--- src/rtl/serial_rx_pkg.sv ---
package serial_rx_pkg;
  typedef enum logic [2:0] {
    RX_IDLE,
    RX_START,
    RX_DATA,
    RX_PAR,
    RX_STOP,
    RX_STOP2
  } rx_state_e;

  localparam int ERR_OVR = 0;
  localparam int ERR_FRM = 1;
  localparam int ERR_PAR = 2;
  localparam int ERR_N   = 3;
endpackage

--- src/rtl/rx_rst_sync.sv ---
module rx_rst_sync #(
  parameter int STAGES = 2
) (
  input  logic clk,
  input  logic rst_n,
  output logic rst_n_o
);
  logic [STAGES-1:0] chain_q;

  always_ff @(posedge clk or negedge rst_n) begin
    if (!rst_n) chain_q <= '0;
    else        chain_q <= {chain_q[STAGES-2:0], 1'b1};
  end

  assign rst_n_o = chain_q[STAGES-1];
endmodule

--- src/rtl/rx_sync.sv ---
module rx_sync #(
  parameter int STAGES = 2
) (
  input  logic clk,
  input  logic rst_n,
  input  logic d_i,
  output logic q_o
);
  logic [STAGES-1:0] sr_q;

  always_ff @(posedge clk or negedge rst_n) begin
    if (!rst_n) sr_q <= '1;
    else        sr_q <= {sr_q[STAGES-2:0], d_i};
  end

  assign q_o = sr_q[STAGES-1];
endmodule

--- src/rtl/rx_framer.sv ---
module rx_framer
  import serial_rx_pkg::*;
#(
  parameter int DATA_W = 8,
  parameter int OVS    = 16
) (
  input  logic              clk,
  input  logic              rst_n,
  input  logic              tick_i,
  input  logic              line_i,
  input  logic              hold_i,
  input  logic              par_en_i,
  input  logic              two_stop_i,
  output logic              done_o,
  output logic              stop_o,
  output logic              pbit_o,
  output logic [DATA_W-1:0] word_o
);
  localparam int CW   = (OVS > 2) ? $clog2(OVS) : 1;
  localparam int BW   = (DATA_W > 1) ? $clog2(DATA_W) : 1;
  localparam int HALF = OVS / 2;
  localparam logic [CW-1:0] CNT_HALF = CW'(HALF - 1);
  localparam logic [CW-1:0] CNT_LAST = CW'(OVS - 1);
  localparam logic [BW-1:0] BIT_LAST = BW'(DATA_W - 1);

  rx_state_e         state_q, state_d;
  logic [CW-1:0]     cnt_q, cnt_d;
  logic [BW-1:0]     bits_q, bits_d;
  logic [DATA_W-1:0] shf_q, shf_d;
  logic              pbit_q, pbit_d;
  logic              prev_q;
  logic              mid_bit;

  assign mid_bit = tick_i && (cnt_q == CNT_LAST);

  always_comb begin
    state_d = state_q;
    cnt_d   = cnt_q;
    bits_d  = bits_q;
    shf_d   = shf_q;
    pbit_d  = pbit_q;
    done_o  = 1'b0;
    if (tick_i && state_q != RX_IDLE) cnt_d = cnt_q + 1'b1;
    unique case (state_q)
      RX_IDLE: begin
        if (tick_i && prev_q && !line_i && !hold_i) begin
          state_d = RX_START;
          cnt_d   = '0;
        end
      end
      RX_START: begin
        if (tick_i && cnt_q == CNT_HALF) begin
          cnt_d   = '0;
          bits_d  = '0;
          state_d = line_i ? RX_IDLE : RX_DATA;
        end
      end
      RX_DATA: begin
        if (mid_bit) begin
          cnt_d = '0;
          shf_d = {line_i, shf_q[DATA_W-1:1]};
          if (bits_q == BIT_LAST) state_d = par_en_i ? RX_PAR : RX_STOP;
          else                    bits_d  = bits_q + 1'b1;
        end
      end
      RX_PAR: begin
        if (mid_bit) begin
          cnt_d   = '0;
          pbit_d  = line_i;
          state_d = RX_STOP;
        end
      end
      RX_STOP: begin
        if (mid_bit) begin
          cnt_d   = '0;
          done_o  = 1'b1;
          state_d = two_stop_i ? RX_STOP2 : RX_IDLE;
        end
      end
      RX_STOP2: begin
        if (mid_bit) state_d = RX_IDLE;
      end
      default: state_d = RX_IDLE;
    endcase
  end

  always_ff @(posedge clk or negedge rst_n) begin
    if (!rst_n) begin
      state_q <= RX_IDLE;
      cnt_q   <= '0;
      bits_q  <= '0;
      shf_q   <= '0;
      pbit_q  <= 1'b0;
      prev_q  <= 1'b1;
    end else begin
      state_q <= state_d;
      cnt_q   <= cnt_d;
      bits_q  <= bits_d;
      shf_q   <= shf_d;
      pbit_q  <= pbit_d;
      if (tick_i) prev_q <= line_i;
    end
  end

  assign stop_o = line_i;
  assign pbit_o = pbit_q;
  assign word_o = shf_q;
endmodule

--- src/rtl/rx_flags.sv ---
module rx_flags
  import serial_rx_pkg::*;
#(
  parameter int DATA_W = 8
) (
  input  logic              clk,
  input  logic              rst_n,
  input  logic              done_i,
  input  logic              stop_i,
  input  logic              pbit_i,
  input  logic [DATA_W-1:0] word_i,
  input  logic              par_en_i,
  input  logic              par_odd_i,
  input  logic              rd_i,
  input  logic              clr_i,
  input  logic [ERR_N-1:0]  clr_mask_i,
  output logic [DATA_W-1:0] data_o,
  output logic              full_o,
  output logic [ERR_N-1:0]  err_o
);
  logic [DATA_W-1:0] data_q;
  logic              full_q, full_d;
  logic [ERR_N-1:0]  err_q, err_d, hit, clr_v;
  logic              load;

  always_comb begin
    hit          = '0;
    hit[ERR_OVR] = done_i && full_q;
    hit[ERR_FRM] = done_i && !stop_i;
    hit[ERR_PAR] = done_i && par_en_i && (^word_i ^ pbit_i ^ par_odd_i);
    load         = done_i && !full_q;
    clr_v        = clr_i ? clr_mask_i : '0;
    err_d        = hit | (err_q & ~clr_v);
    full_d       = (load && !hit[ERR_FRM] && !hit[ERR_PAR]) || (full_q && !rd_i);
  end

  always_ff @(posedge clk or negedge rst_n) begin
    if (!rst_n) begin
      data_q <= '0;
      full_q <= 1'b0;
      err_q  <= '0;
    end else begin
      if (load) data_q <= word_i;
      full_q <= full_d;
      err_q  <= err_d;
    end
  end

  assign data_o = data_q;
  assign full_o = full_q;
  assign err_o  = err_q;
endmodule

--- src/rtl/serial_rx.sv ---
module serial_rx
  import serial_rx_pkg::*;
#(
  parameter int DATA_W      = 8,
  parameter int OVS         = 16,
  parameter int SYNC_STAGES = 2
) (
  input  logic              clk,
  input  logic              rst_n,
  input  logic              rxd_i,
  input  logic              tick_i,
  input  logic              par_en_i,
  input  logic              par_odd_i,
  input  logic              two_stop_i,
  input  logic              irq_en_i,
  input  logic              rd_strobe_i,
  input  logic              err_clr_i,
  input  logic [2:0]        err_clr_mask_i,
  output logic [DATA_W-1:0] rx_data_o,
  output logic              rx_full_o,
  output logic              ovr_err_o,
  output logic              frm_err_o,
  output logic              par_err_o,
  output logic              rx_irq_o,
  output logic              err_irq_o
);
  logic              rst_n_s;
  logic              line;
  logic              done, stop_bit, pbit;
  logic [DATA_W-1:0] word;
  logic [ERR_N-1:0]  err;

  rx_rst_sync #(.STAGES(2)) u_rst (
    .clk     (clk),
    .rst_n   (rst_n),
    .rst_n_o (rst_n_s)
  );

  rx_sync #(.STAGES(SYNC_STAGES)) u_sync (
    .clk   (clk),
    .rst_n (rst_n_s),
    .d_i   (rxd_i),
    .q_o   (line)
  );

  rx_framer #(.DATA_W(DATA_W), .OVS(OVS)) u_framer (
    .clk        (clk),
    .rst_n      (rst_n_s),
    .tick_i     (tick_i),
    .line_i     (line),
    .hold_i     (|err),
    .par_en_i   (par_en_i),
    .two_stop_i (two_stop_i),
    .done_o     (done),
    .stop_o     (stop_bit),
    .pbit_o     (pbit),
    .word_o     (word)
  );

  rx_flags #(.DATA_W(DATA_W)) u_flags (
    .clk        (clk),
    .rst_n      (rst_n_s),
    .done_i     (done),
    .stop_i     (stop_bit),
    .pbit_i     (pbit),
    .word_i     (word),
    .par_en_i   (par_en_i),
    .par_odd_i  (par_odd_i),
    .rd_i       (rd_strobe_i),
    .clr_i      (err_clr_i),
    .clr_mask_i (err_clr_mask_i),
    .data_o     (rx_data_o),
    .full_o     (rx_full_o),
    .err_o      (err)
  );

  assign ovr_err_o = err[ERR_OVR];
  assign frm_err_o = err[ERR_FRM];
  assign par_err_o = err[ERR_PAR];
  assign rx_irq_o  = rx_full_o && irq_en_i;
  assign err_irq_o = (|err) && irq_en_i;
endmodule

--- config.mk ---
export PLATFORM = sky130hd
export DESIGN_NAME = serial_rx
export DESIGN_NICKNAME = d
export VERILOG_FILES = /design/src/rtl/serial_rx_pkg.sv /design/src/rtl/rx_rst_sync.sv /design/src/rtl/rx_sync.sv /design/src/rtl/rx_framer.sv /design/src/rtl/rx_flags.sv /design/src/rtl/serial_rx.sv
export SDC_FILE = /design/constraint.sdc
export NUM_CORES = 1
export LEC_CHECK = 0
export ABC_AREA = 1
export BUFFER_PORTS_ARGS = -buffer_cell sky130_fd_sc_hd__buf_4
export CAP_MARGIN = 20
export CORE_MARGIN = 8
export CORE_UTILIZATION = 36
export CTS_CLUSTER_DIAMETER = 200
export DETAILED_ROUTE_END_ITERATION = 8
export PLACE_DENSITY = 0.67
export SKIP_CTS_REPAIR_TIMING = 1
export SYNTH_ARGS = -nofsm -noshare
export SYNTH_HDL_FRONTEND = slang
export SYNTH_SLANG_ARGS = --single-unit
export TNS_END_PERCENT = 50
--- constraint.sdc ---
create_clock -name clk -period 1.5 [get_ports clk]
set_clock_uncertainty 0.2 [all_clocks]
set_input_delay 0.075 -clock clk [delete_from_list [all_inputs] [get_ports clk]]
set_output_delay 0.075 -clock clk [all_outputs]
set_load 0.02 [all_outputs]
=== After elaboration in Yosys (flattened, before gate mapping) ===
Cells that the tools add are included.
W data, S select, Z words.

* Flip-flop bits (word level): 36
* Bits of input ports: 13
* Output and inout port bits: 14
* Logic and storage cells: 90

* $add $sub $neg: 2
* Equality and inequality tests: 16
* Multiplexer cells: 23
* Bitwise logic cells: 5
* Reduce and logical (&&, ||, !) cells: 33

{| class="wikitable"
|+ Operators with widths
! kind !! count
|-
| $mux W3 || 13
|-
| $pmux W3 S6 || 1
|-
| $logic_and A1 B1 Y1 || 16
|-
| $mux W4 || 4
|-
| $ne A2 B1 Y1 const B || 7
|-
| $pmux W4 S3 || 1
|-
| $eq A3 B3 Y1 const B || 3
|-
| $reduce_xor A8 Y1 || 1
|-
| $reduce_and A7 Y1 || 1
|-
| $eq A3 B2 Y1 const B || 2
|-
| $logic_not A1 Y1 || 6
|-
| $pmux W3 S2 || 1
|-
| $reduce_or A3 Y1 || 2
|-
| $add A4 B1 Y4 const B || 1
|-
| $eq A4 B3 Y1 const B || 1
|-
| $eq A4 B4 Y1 const B || 1
|-
| $reduce_and A2 Y1 || 2
|-
| $reduce_and A4 Y1 || 1
|-
| $add A3 B1 Y3 const B || 1
|-
| $and A3 B3 Y3 || 1
|-
| $eq A3 B1 Y1 const B || 1
|-
| $logic_not A3 Y1 || 1
|-
| $not A3 Y3 || 1
|-
| $or A3 B3 Y3 || 1
|-
| 7 further kinds || 9
|}

=== Logic depth before layout (Yosys ltp) ===
Gate-level depths: netlist of the first run.

* Depth after elaboration: 9
* Mapped depth: 12
* Depth with buffers taken out: 12

=== Cells and area by module ===
From an unflattened synthesis of the first run, not the netlist that was laid out.

* Cells, all modules: 253
* Area total of the unflattened synthesis: 2,024.4 um^2

{| class="wikitable"
|+ Modules (own cells, without submodules)
! module !! times used !! cells each !! area each (um^2) !! sequential area each (um^2)
|-
| rx_framer || 1 || 147 || 1,229.9 || 501.7
|-
| rx_flags || 1 || 94 || 654.4 || 300.3
|-
| rx_rst_sync || 1 || 3 || 53.8 || 50.0
|-
| rx_sync || 1 || 2 || 52.6 || 52.6
|-
| serial_rx || 1 || 7 || 33.8 || 0.0
|}

=== Worst setup path before layout of the first run ===
Ideal clock, no wire load.

* Path kind: reg-to-reg
* From: register u_framer.cnt_q[0]
* To: register u_flags.data_q[5], in the netlist u_flags.data_o[5]
* Setup time: 0.118 ns
* Arrival time: 1.307 ns
* Data required time: 1.182 ns
* Setup slack: -0.125 ns
* Cell stages (with the launch flop): 10
* Buffers on the path: 1
* Period minus slack after synthesis: 1.625 ns
* Cells stage by stage: dfrtp_1 > ha_1 > nand2_1 > nor2_4 > inv_2 > nor2_4 > nand2_4 > buf_6 > nand2_1 > o21ai_2

* Cells in the longest elaborated chain, start to end: 5

{| class="wikitable"
|+ Ends and longest elaborated chain
! item !! RTL line !! source
|-
| start, declared || rx_framer.sv:27 || <nowiki>logic [CW-1:0] cnt_q, cnt_d;</nowiki>
|-
| start signal, assigned || rx_framer.sv:97 || <nowiki>cnt_q <= cnt_d;</nowiki>
|-
| $eq A4 B4 Y1 || rx_framer.sv:34 || <nowiki>assign mid_bit = tick_i && (cnt_q == CNT_LAST);</nowiki>
|-
| $logic_and A1 B1 Y1 || rx_framer.sv:34 ||
|-
| $mux W1 || rx_framer.sv:74 || <nowiki>if (mid_bit) begin</nowiki>
|-
| $mux W1 || rx_framer.sv:44 || <nowiki>unique case (state_q)</nowiki>
|-
| $logic_and A1 B1 Y1 || rx_flags.sv:31 || <nowiki>load = done_i && !full_q;</nowiki>
|-
| end signal, assigned || rx_flags.sv:43 || <nowiki>if (load) data_q <= word_i;</nowiki>
|-
| end, declared || rx_flags.sv:21 || <nowiki>logic [DATA_W-1:0] data_q;</nowiki>
|}

Every way passes these cells.
A chain may end at the register's enable or synchronous reset.

=== Worst setup path after layout of the first run ===
* From: register u_framer.cnt_q[0]
* To: register u_flags.full_q, in the netlist u_flags.full_o

* Cells in the longest elaborated chain, start to end: 9

{| class="wikitable"
|+ Ends and longest elaborated chain
! item !! RTL line !! source
|-
| $eq A4 B4 Y1 * || rx_framer.sv:34 ||
|-
| $logic_and A1 B1 Y1 * || rx_framer.sv:34 ||
|-
| $mux W1 * || rx_framer.sv:74 ||
|-
| $mux W1 * || rx_framer.sv:44 ||
|-
| $logic_and A1 B1 Y1 (on tied branches) || rx_flags.sv:29, rx_flags.sv:30 ||
|-
| $logic_not A1 Y1 / $logic_and A1 B1 Y1 (equally long branches) || rx_flags.sv:34, rx_flags.sv:30 ||
|-
| $logic_and A1 B1 Y1 / $logic_not A1 Y1 (equally long branches) || rx_flags.sv:34 || <nowiki>full_d = (load && !hit[ERR_FRM] && !hit[ERR_PAR]) || (full_q && !rd_i);</nowiki>
|-
| $logic_and A1 B1 Y1 * || rx_flags.sv:34 ||
|-
| $logic_or A1 B1 Y1 * || rx_flags.sv:34 ||
|-
| named net u_flags.full_d || rx_flags.sv:22 || <nowiki>logic full_q, full_d;</nowiki>
|-
| end signal, assigned || rx_flags.sv:44 || <nowiki>full_q <= full_d;</nowiki>
|-
| end, declared || rx_flags.sv:22 ||
|}

Mark *: on every way through the listed nets, which the timed path passes. The rest lies on a longest branch.

==> results of run 1 <==
layout make-up:
| cell class | count | area, um^2 | share of cell area |
|---|---|---|---|
| Clock buffer | 8 | 90.1 | 0.0348 |
| Inverter | 29 | 109 | 0.0421 |
| Multi-Input combinational cell | 154 | 876 | 0.339 |
| Sequential cell | 36 | 906 | 0.350 |
| Tap cell | 70 | 87.6 | 0.0339 |
| Timing Repair Buffer | 64 | 517 | 0.200 |
worst paths after layout:
| check | startpoint | endpoint | cells after the start |
|---|---|---|---|
| max in group asynchronous | u_rst.chain_q[1] | u_framer.state_q[0] | 2 |
| hold / removal | two_stop_i | u_framer.state_q[0] | 5 |
| min in group asynchronous | u_rst.chain_q[1] | u_framer.pbit_o | 1 |
| hold reg to reg | u_rst.chain_q[1] | u_framer.pbit_o | 1 |
| setup reg to reg | u_framer.cnt_q[0] | u_flags.full_o | 9 |
| setup / recovery | u_framer.cnt_q[0] | u_flags.full_o | 9 |
layer usage:
| metal | part of all wire | routed length [um] |
|---|---|---|
| met5 | 0 | 0 |
| met4 | 0.023 | 99 |
| met3 | 0.042 | 180 |
| met2 | 0.49 | 2130 |
| met1 | 0.44 | 1910 |
synth_stat cells, types with 2 or more instances:
master    instances  area, um^2
o211ai_1          2        15.0
o21ai_2           8        70.1
nand2_2           2        12.5
nor2_4            2        22.5
nand2_1          70         263
xor2_1            5        43.8
o21ai_0          17        85.1
dfrtp_1          33         826
a21oi_1           4        20.0
nor2_1           16        60.1
inv_1            26        97.6
xnor2_1           3        26.3
ha_1              4        50.1
inv_2             3        11.3
nand3_1          10        50.1
dfstp_2           3        78.8
tightest hold or removal path: cells and delay by family:
| family | cells | cell delay, ps |
|---|---|---|
| AND/OR/NAND/NOR | 4 | 300 |
| buffers and inverters | 1 | 80 |
sequential cells by signal, summed over array words and instances (netlist names):
register,count
u_flags.data_o,8
u_framer.word_o,8
u_framer.cnt_q,4
u_flags.err_o,3
u_framer.bits_q,3
u_framer.state_q,3
u_rst.chain_q,2
u_sync.sr_q,2
u_flags.full_o,1
u_framer.pbit_o,1
u_framer.prev_q,1
power groups by stage:
| stage | Sequential (mW) | Clock (mW) | Combinational, mW |
|---|---|---|---|
| after global placement | 1.13 | 0 | 0.825 |
| after detailed placement | 1.13 | 0 | 0.843 |
| after global routing | 1.14 | 0.783 | 1.08 |
| after floorplan | 1.15 | 0 | 0.505 |
| after CTS | 1.11 | 0.734 | 0.850 |
| final | 1.13 | 0.712 | 0.983 |
through the flow:
step	utilization	hold slack (ps)
floorplan	-	-421
global placement	0.457	-342
detailed placement	0.457	-341
CTS	0.475	-654
global route	0.516	12.4
finish	0.516	-1.34
kinds of logic after synthesis:
family	synth area share
and+or+nand+nor	0.250
DFF	0.492
AOI/OAI and AO/OA	0.118
buffers and inverters	0.0680
xor gates and xnor gates	0.0381
adders and majority gates	0.0272
other	0.00204
muxes	0.00544
==> impl_metrics.tcl, run 1 <==
set metrics [dict create \
    dpl.hpwl_um 2970 \
    rows 26 \
    cts_inserted_buffers 5 \
    internal_power_mw 1.87 \
    fin_cells 361 \
    fin_crit_sh 1.08 \
    grt_use_met2 0.178 \
    cp_max_fo 17 \
    vias_per_cell 4.52 \
    fmaxAchievable_ghz 0.619 \
    syn_area_mm2 0.00184 \
    dp.cells 338 \
    synth_cells 221 \
    nFillCells 480 \
    hold_viol_final 1 \
    cp_slowest_cell "dfrtp_1" \
    power.share.sequential 0.399 \
    clock-root-buffer "clkbuf_8" \
    wl_per_cell_um 12.0 \
    place_area_mm2 0.00229 \
    finalPower_mw 2.82 \
    top_usage_layer "met2" \
    grt_setup_unrepaired "yes" \
    drtPass1Iterations 4 \
    die_x_um 87.5 \
    grt_max_degree 27 \
    totalWireLength_um 4320 \
    diodes 0 \
    endpoint_kind "flop" \
    leakagePower_nw 1.28 \
    min_period_ps 1620 \
    grt_pass1_wl_um 6780 \
    globalplace.congestion 0.974 \
    synth_seq_cells 36 \
    ys_seq_area_frac 0.492 \
    die-area_mm2 0.00766 \
    port_buffers 26 \
    hold_path.class "in2reg" \
    cts_buffer_depth 2 \
    setup_viol 22 \
    use_met3 0.0292 \
    vias 1631 \
    synth_warnings 0 \
    syn-num-nets 238 \
    antenna_found_initial 0 \
    slew_viol_final 0 \
    arrival_ps 1650 \
    synthToLayoutAreaGrowth_pct 40.4 \
    syn_area_per_cell_um2 8.33 \
    holdWs_ps -1.34 \
    start_util 0.367 \
    cts_num_sinks 36 \
    finalNetCount 307 \
    cp_slowest_stage_delay_ps 360 \
    antenna_left 0 \
    synth_edf_count 0 \
    post-place-ws_ps -103 \
    remaining_drc_errors 0 \
    groute.usage.overall 0.113 \
    io_pins 27 \
    grt-ovfl-total 0 \
    clkSlewWorstSetupHoldPaths_ps 70 \
    status "complete, but fails checks" \
    final_layout_size_suffix_gt1_frac 0.347 \
    swShare 0.336 \
    setup_tns_ps -1860 \
    layout_common_cells "nand2_1, buf_4, dfrtp_1" \
    insertion_delay_ps 280 \
    irDropWorstVdd_mv 0.599 \
    cts_tree "done" \
    maxCapViolCount 0 \
    htreeDepth 2 \
    coreArea_mm2 0.00501 \
    power_frac_comb 0.348 \
    fin_area_mm2 0.00258 \
    crit_family "simple AND/OR/NAND/NOR gates" \
    path_cells "ha_2, nand2_2, nor2_4, inv_2, nor2_4, nand2_4, nor2_1, nand2_1, nand2_1" \
    rrSetupSlack_ps -120 \
    drt_iter0_markers 104 \
    timing.critical_path.required_ps 1530 \
    grt_pass1_vias 1507 \
    setup_slack_ps -117 \
    cp-start-kind "flop" \
    path_class "reg2reg" \
    failed_checks "hold timing, setup timing" \
    use_met1 0.140 \
    cp.buffers_inverters 1 \
    ys_dominant_reg_cell "dfrtp_1" \
    final_common_cell "nand2_1" \
    p_sw_mw 0.948 \
    clkPwrFrac 0.252 \
    die_h_um 87.5 \
    synthArstFlopShare 1.00 \
    synth_cell_types 29 \
    powerDensity_mw_per_mm2 1090 \
]
Power figures use the tool's default switching activity.
==> run 2: changes to the inputs <==
==> constraint.sdc (replaced) <==
create_clock -name clk -period 1.9 [get_ports clk]
set_clock_uncertainty 0.2 [all_clocks]
set_input_delay 0.095 -clock clk [delete_from_list [all_inputs] [get_ports clk]]
set_output_delay 0.095 -clock clk [all_outputs]
set_load 0.02 [all_outputs]
==> run 2 against run 1 <==
The run now ends clean. Total power fell by 31%. First-iteration DRC count fell by 11%. Sequential share of layout area rose by 4.0 points. Non-clock buffer count fell by 25. Sequential power fell by 20%. Clock-buffer cell count fell by 1. Combinational power fell by 47%. Critical endpoint is now u_framer.word_o[6].
==> impl_metrics.tcl, run 2 (synthesized netlist as in run 1, its figures left out) <==
set metrics [dict create \
    status "complete, no violations" \
    grt_pass1_wl_um 6010 \
    clock-root-buffer "clkbuf_8" \
    cts_tree "done" \
    slew_viol_final 0 \
    totalWireLength_um 3730 \
    insertion_delay_ps 290 \
    rr_worst_depth 5 \
    cp-start-kind "flop" \
    holdPathEnd "u_framer.state_q[0]" \
    final_common_cell "nand2_1" \
    r2r-start "u_framer.state_q[2]" \
    port_buffers 26 \
    cts_inserted_buffers 5 \
    cts_num_sinks 36 \
    synthToLayoutAreaGrowth_pct 25.8 \
    cts_buffer_depth 2 \
    drtPass1Iterations 5 \
    finalNetCount 282 \
    final_layout_size_suffix_gt1_frac 0.214 \
    fin_crit_sh 0.900 \
    endpoint_kind "flop" \
    setup_slack_ps 191 \
    grt_max_degree 35 \
    rows 26 \
    post-place-ws_ps 187 \
    die-area_mm2 0.00766 \
    powerDensity_mw_per_mm2 842 \
    layout_common_cells "nand2_1, dfrtp_1, buf_4" \
    antenna_found_initial 0 \
    arrival_ps 1710 \
    remaining_drc_errors 0 \
    rrSetupSlack_ps 190 \
    wl_per_cell_um 11.1 \
    globalplace.congestion 0.910 \
    holdCritStartpoint "two_stop_i" \
    hold_viol_final 0 \
    grt_setup_unrepaired "no" \
    die_h_um 87.5 \
    holdPathStages 5 \
    vias_per_cell 4.49 \
    clkSlewWorstSetupHoldPaths_ps 70 \
    groute.usage.overall 0.100 \
    min_period_ps 1710 \
    maxCapViolCount 0 \
    worstReg2RegEnd "u_framer.word_o[6]" \
    cp_max_fo 16 \
    dpl.hpwl_um 2700 \
    diodes 0 \
    coreArea_mm2 0.00501 \
    start_util 0.367 \
    grt_pass1_vias 1341 \
    ff_latch_area_um2 905 \
    multi_input_area_um2 811 \
    hold_path.class "in2reg" \
    leakagePower_nw 1.15 \
    vias 1510 \
    fmaxAchievable_ghz 0.585 \
    io_pins 27 \
    setup_viol 0 \
    nFillCells 532 \
    drt_iter0_markers 93 \
    die_x_um 87.5 \
    path_class "reg2reg" \
    grt-ovfl-total 0 \
    htreeDepth 2 \
    timing.critical_path.required_ps 1900 \
    antenna_left 0 \
    irDropWorstVdd_mv 0.509 \
    setup_tns_ps 0 \
]
## run 2: area by class of cell
cell class | instances | share of cell area
clock inverter | 1 | 0.00216
sequential | 36 | 0.391
clock buffer | 7 | 0.0330
inverter | 29 | 0.0470
tap | 70 | 0.0378
multi-input combinational | 154 | 0.350
timing repair buffer | 39 | 0.139
## run 2: layer usage
layer / global-route usage / wire length, um / vias up / part of all wire
met3: 0.0396 / 209 / 4 / 0.056
met4: 0.0422 / 25 / 0 / 0.0067
li1: - / - / 781 / -
met5: 0 / 0 / - / 0
met2: 0.148 / 1620 / 33 / 0.43
met1: 0.126 / 1880 / 692 / 0.50
## run 2: power by group
part / internal (mW) / switching (mW)
clock network: 0.257 / 0.269
registers: 0.833 / 0.0717
logic: 0.195 / 0.325
## run 2: worst max-delay path by stage
stage,start,endpoint,cells past startpoint
2_1_floorplan,u_framer.cnt_q[0],u_flags.data_o[5],9
3_3_place_gp,u_framer.cnt_q[0],u_flags.full_o,9
3_5_place_dp,u_framer.cnt_q[0],u_framer.word_o[1],5
4_1_cts,u_framer.cnt_q[0],u_framer.cnt_q[1],8
5_1_grt,u_framer.cnt_q[0],u_framer.word_o[6],5
6_report,u_framer.state_q[2],u_framer.word_o[6],5
## run 2: through the flow
step / power, mW / cells / area (um^2) / hold WS [ps] / util
2_1_floorplan: 1.29 / 221 / 1840 / -401 / -
3_3_place_gp: 1.40 / 316 / 2110 / -322 / 0.422
3_5_place_dp: 1.42 / 316 / 2110 / -321 / 0.422
4_1_cts: 1.95 / 324 / 2200 / -628 / 0.438
5_1_grt: 2.09 / 336 / 2320 / 24.3 / 0.462
6_report: 1.95 / 336 / 2320 / 8.51 / 0.462
## run 2: critical path, cell delays in order, from the launching register on
cell     delay, ps
dfrtp_1        430
inv_2          130
nand3_2        110
inv_1          150
nand2_1        320
o21ai_0        280
==> run 3: changes to the inputs <==
--- a/config.mk
+++ b/config.mk
@@ -8,11 +8,14 @@
 export ABC_AREA = 1
 export BUFFER_PORTS_ARGS = -buffer_cell sky130_fd_sc_hd__buf_4
 export CAP_MARGIN = 20
+export CELL_PAD_IN_SITES_DETAIL_PLACEMENT = 0
+export CELL_PAD_IN_SITES_GLOBAL_PLACEMENT = 1
 export CORE_MARGIN = 8
 export CORE_UTILIZATION = 36
 export CTS_CLUSTER_DIAMETER = 200
 export DETAILED_ROUTE_END_ITERATION = 8
-export PLACE_DENSITY = 0.67
+export PLACE_DENSITY = 0.81
+export RECOVER_POWER = 100
 export SKIP_CTS_REPAIR_TIMING = 1
 export SYNTH_ARGS = -nofsm -noshare
 export SYNTH_HDL_FRONTEND = slang
==> run 3 against run 2 <==
The flow now finishes with violations (hold timing). Sequential share of layout area is 1.2 points higher. Worst setup slack better by 15 ps. Clock power is 14% higher. Core utilization is 1.4 points lower. Global-route usage is 0.55 points higher. Register-to-register slack better by 20 ps. Cell count stayed put. Total power is 2.6% higher. Worst hold slack worse by 16 ps. Fmax is 0.89% higher. Via count is 2.8% lower. First-iteration DRC count is 34% higher. Largest cell class unchanged. Largest power group unchanged. Highest routed layer unchanged.
==> impl_metrics.tcl, run 3 (synthesized netlist as in run 1, its figures left out) <==
set metrics [dict create \
    status "complete, but fails checks" \
    failed_checks "hold timing" \
    holdWs_ps -7.38 \
    cts_tree "done" \
    cts_buffer_depth 2 \
    slew_viol_final 0 \
    holdCritStartpoint "two_stop_i" \
    relSlewSlack 0.425 \
    globalplace.congestion 0.888 \
    htreeDepth 2 \
    internal_power_mw 1.36 \
    maxCapViolCount 0 \
    vias 1468 \
    finalNetCount 282 \
    antenna_left 0 \
    worstReg2RegEnd "u_flags.full_o" \
    antenna_found_initial 0 \
    arrival_ps 1660 \
    power.share.sequential 0.449 \
    cts_inserted_buffers 5 \
    grt_pass1_vias 1360 \
    synthToLayoutAreaGrowth_pct 22.1 \
    hold_path.class "in2reg" \
    clkSlewWorstSetupHoldPaths_ps 80 \
    fmaxAchievable_ghz 0.590 \
    endpoint_kind "flop" \
    layout_common_cells "nand2_1, dfrtp_1, inv_1" \
    rows 26 \
    worstMarginPinSlew_ps 862 \
    port_buffers 26 \
    fin_cells 336 \
    die-area_mm2 0.00766 \
    dp.cells 316 \
    rrSetupSlack_ps 210 \
    path_class "reg2reg" \
    grt_setup_unrepaired "no" \
    setup_tns_ps 0 \
    cp-start-kind "flop" \
    multi_input_area_um2 778 \
    leakagePower_nw 1.09 \
    drtPass1Iterations 4 \
    die_h_um 87.5 \
    hold_viol_final 1 \
    r2r-start "u_framer.cnt_q[0]" \
    holdPathEnd "u_framer.state_q[0]" \
    final_layout_size_suffix_gt1_frac 0.128 \
    ff_latch_area_um2 905 \
    powerDensity_mw_per_mm2 891 \
    final_common_cell "nand2_1" \
    io_pins 27 \
    dpl.hpwl_um 2640 \
    fin_crit_sh 0.892 \
    drt_iter0_markers 125 \
    cp_max_fo 5 \
    irDropWorstVdd_mv 0.339 \
    cts_num_sinks 36 \
    grt_max_degree 35 \
    diodes 0 \
    holdPathStages 5 \
    p_sw_mw 0.646 \
    die_x_um 87.5 \
    clock-root-buffer "clkbuf_8" \
    clkPwrFrac 0.299 \
    timing.critical_path.required_ps 1870 \
    groute.usage.overall 0.106 \
    start_util 0.367 \
    wl_per_cell_um 11.3 \
    min_period_ps 1690 \
    insertion_delay_ps 280 \
    coreArea_mm2 0.00501 \
    nFillCells 529 \
    power_frac_comb 0.252 \
    grt-ovfl-total 0 \
    swShare 0.323 \
    totalWireLength_um 3800 \
    setup_viol 0 \
    remaining_drc_errors 0 \
    vias_per_cell 4.37 \
    rr_worst_depth 10 \
    grt_pass1_wl_um 6180 \
]
## run 3: cell count changes in the layout (fill, tap and decap cells not counted), sizes merged
| cell | before | now |
|---|---|---|
| buf | 27 | 10 |
| clkbuf | 7 | 25 |
| clkinv | 1 | 0 |
## run 3: through the flow
| stage | util | worst slack [ps] | area (um^2) | power (mW) | hold WS (ps) |
|---|---|---|---|---|---|
| finish | 0.449 | 206 | 2250 | 2.00 | -7.38 |
| global route | 0.449 | 16.1 | 2250 | 2.13 | 8.25 |
| CTS | 0.442 | 157 | 2210 | 2.01 | -624 |
| detailed placement | 0.422 | 175 | 2110 | 1.40 | -321 |
| global placement | 0.422 | 222 | 2110 | 1.41 | -322 |
| floorplan | - | 275 | 1840 | 1.29 | -401 |
## run 3: area by class of cell
type | count | area share
sequential | 36 | 0.403
multi-input combinational | 154 | 0.346
timing repair buffer | 39 | 0.119
inverter | 29 | 0.0484
clock buffer | 8 | 0.0445
tap | 70 | 0.0390
## run 3: metal layers
metal / share of wire / routed length [um] / vias up / track usage
li1: - / - / 775 / -
met1: 0.48 / 1810 / 658 / 0.132
met2: 0.46 / 1760 / 33 / 0.159
met3: 0.046 / 174 / 2 / 0.0358
met4: 0.014 / 55 / 0 / 0.0516
met5: 0 / 0 / - / 0
## run 3: worst max-delay path by stage
stage	startpoint	to	slack [ps]	depth (start not counted)
2_1_floorplan	u_framer.cnt_q[0]	u_flags.data_o[5]	270	9
3_3_place_gp	u_framer.cnt_q[0]	u_flags.full_o	220	9
3_5_place_dp	u_framer.cnt_q[0]	u_flags.full_o	180	9
4_1_cts	u_framer.cnt_q[0]	u_flags.full_o	160	9
5_1_grt	u_framer.cnt_q[0]	u_framer.bits_q[1]	20	10
6_report	u_framer.cnt_q[0]	u_flags.full_o	210	10
## run 3: worst max-delay path, stage by stage, from the launching register on
cell     delay (ps)
dfrtp_1         420
ha_1            160
nand2_1          90
nor2_4          140
inv_2            90
nor2_4          130
inv_1            70
nor2_1           90
nand2_1          80
nand2_1          60
nand2_1          50
## run 3: power groups by stage
stage	combinational [mW]	sequential (mW)	clock, mW
finish	0.504	0.899	0.598
global placement	0.495	0.915	0
global route	0.571	0.911	0.651
CTS	0.488	0.900	0.622
floorplan	0.377	0.909	0
detailed placement	0.486	0.915	0
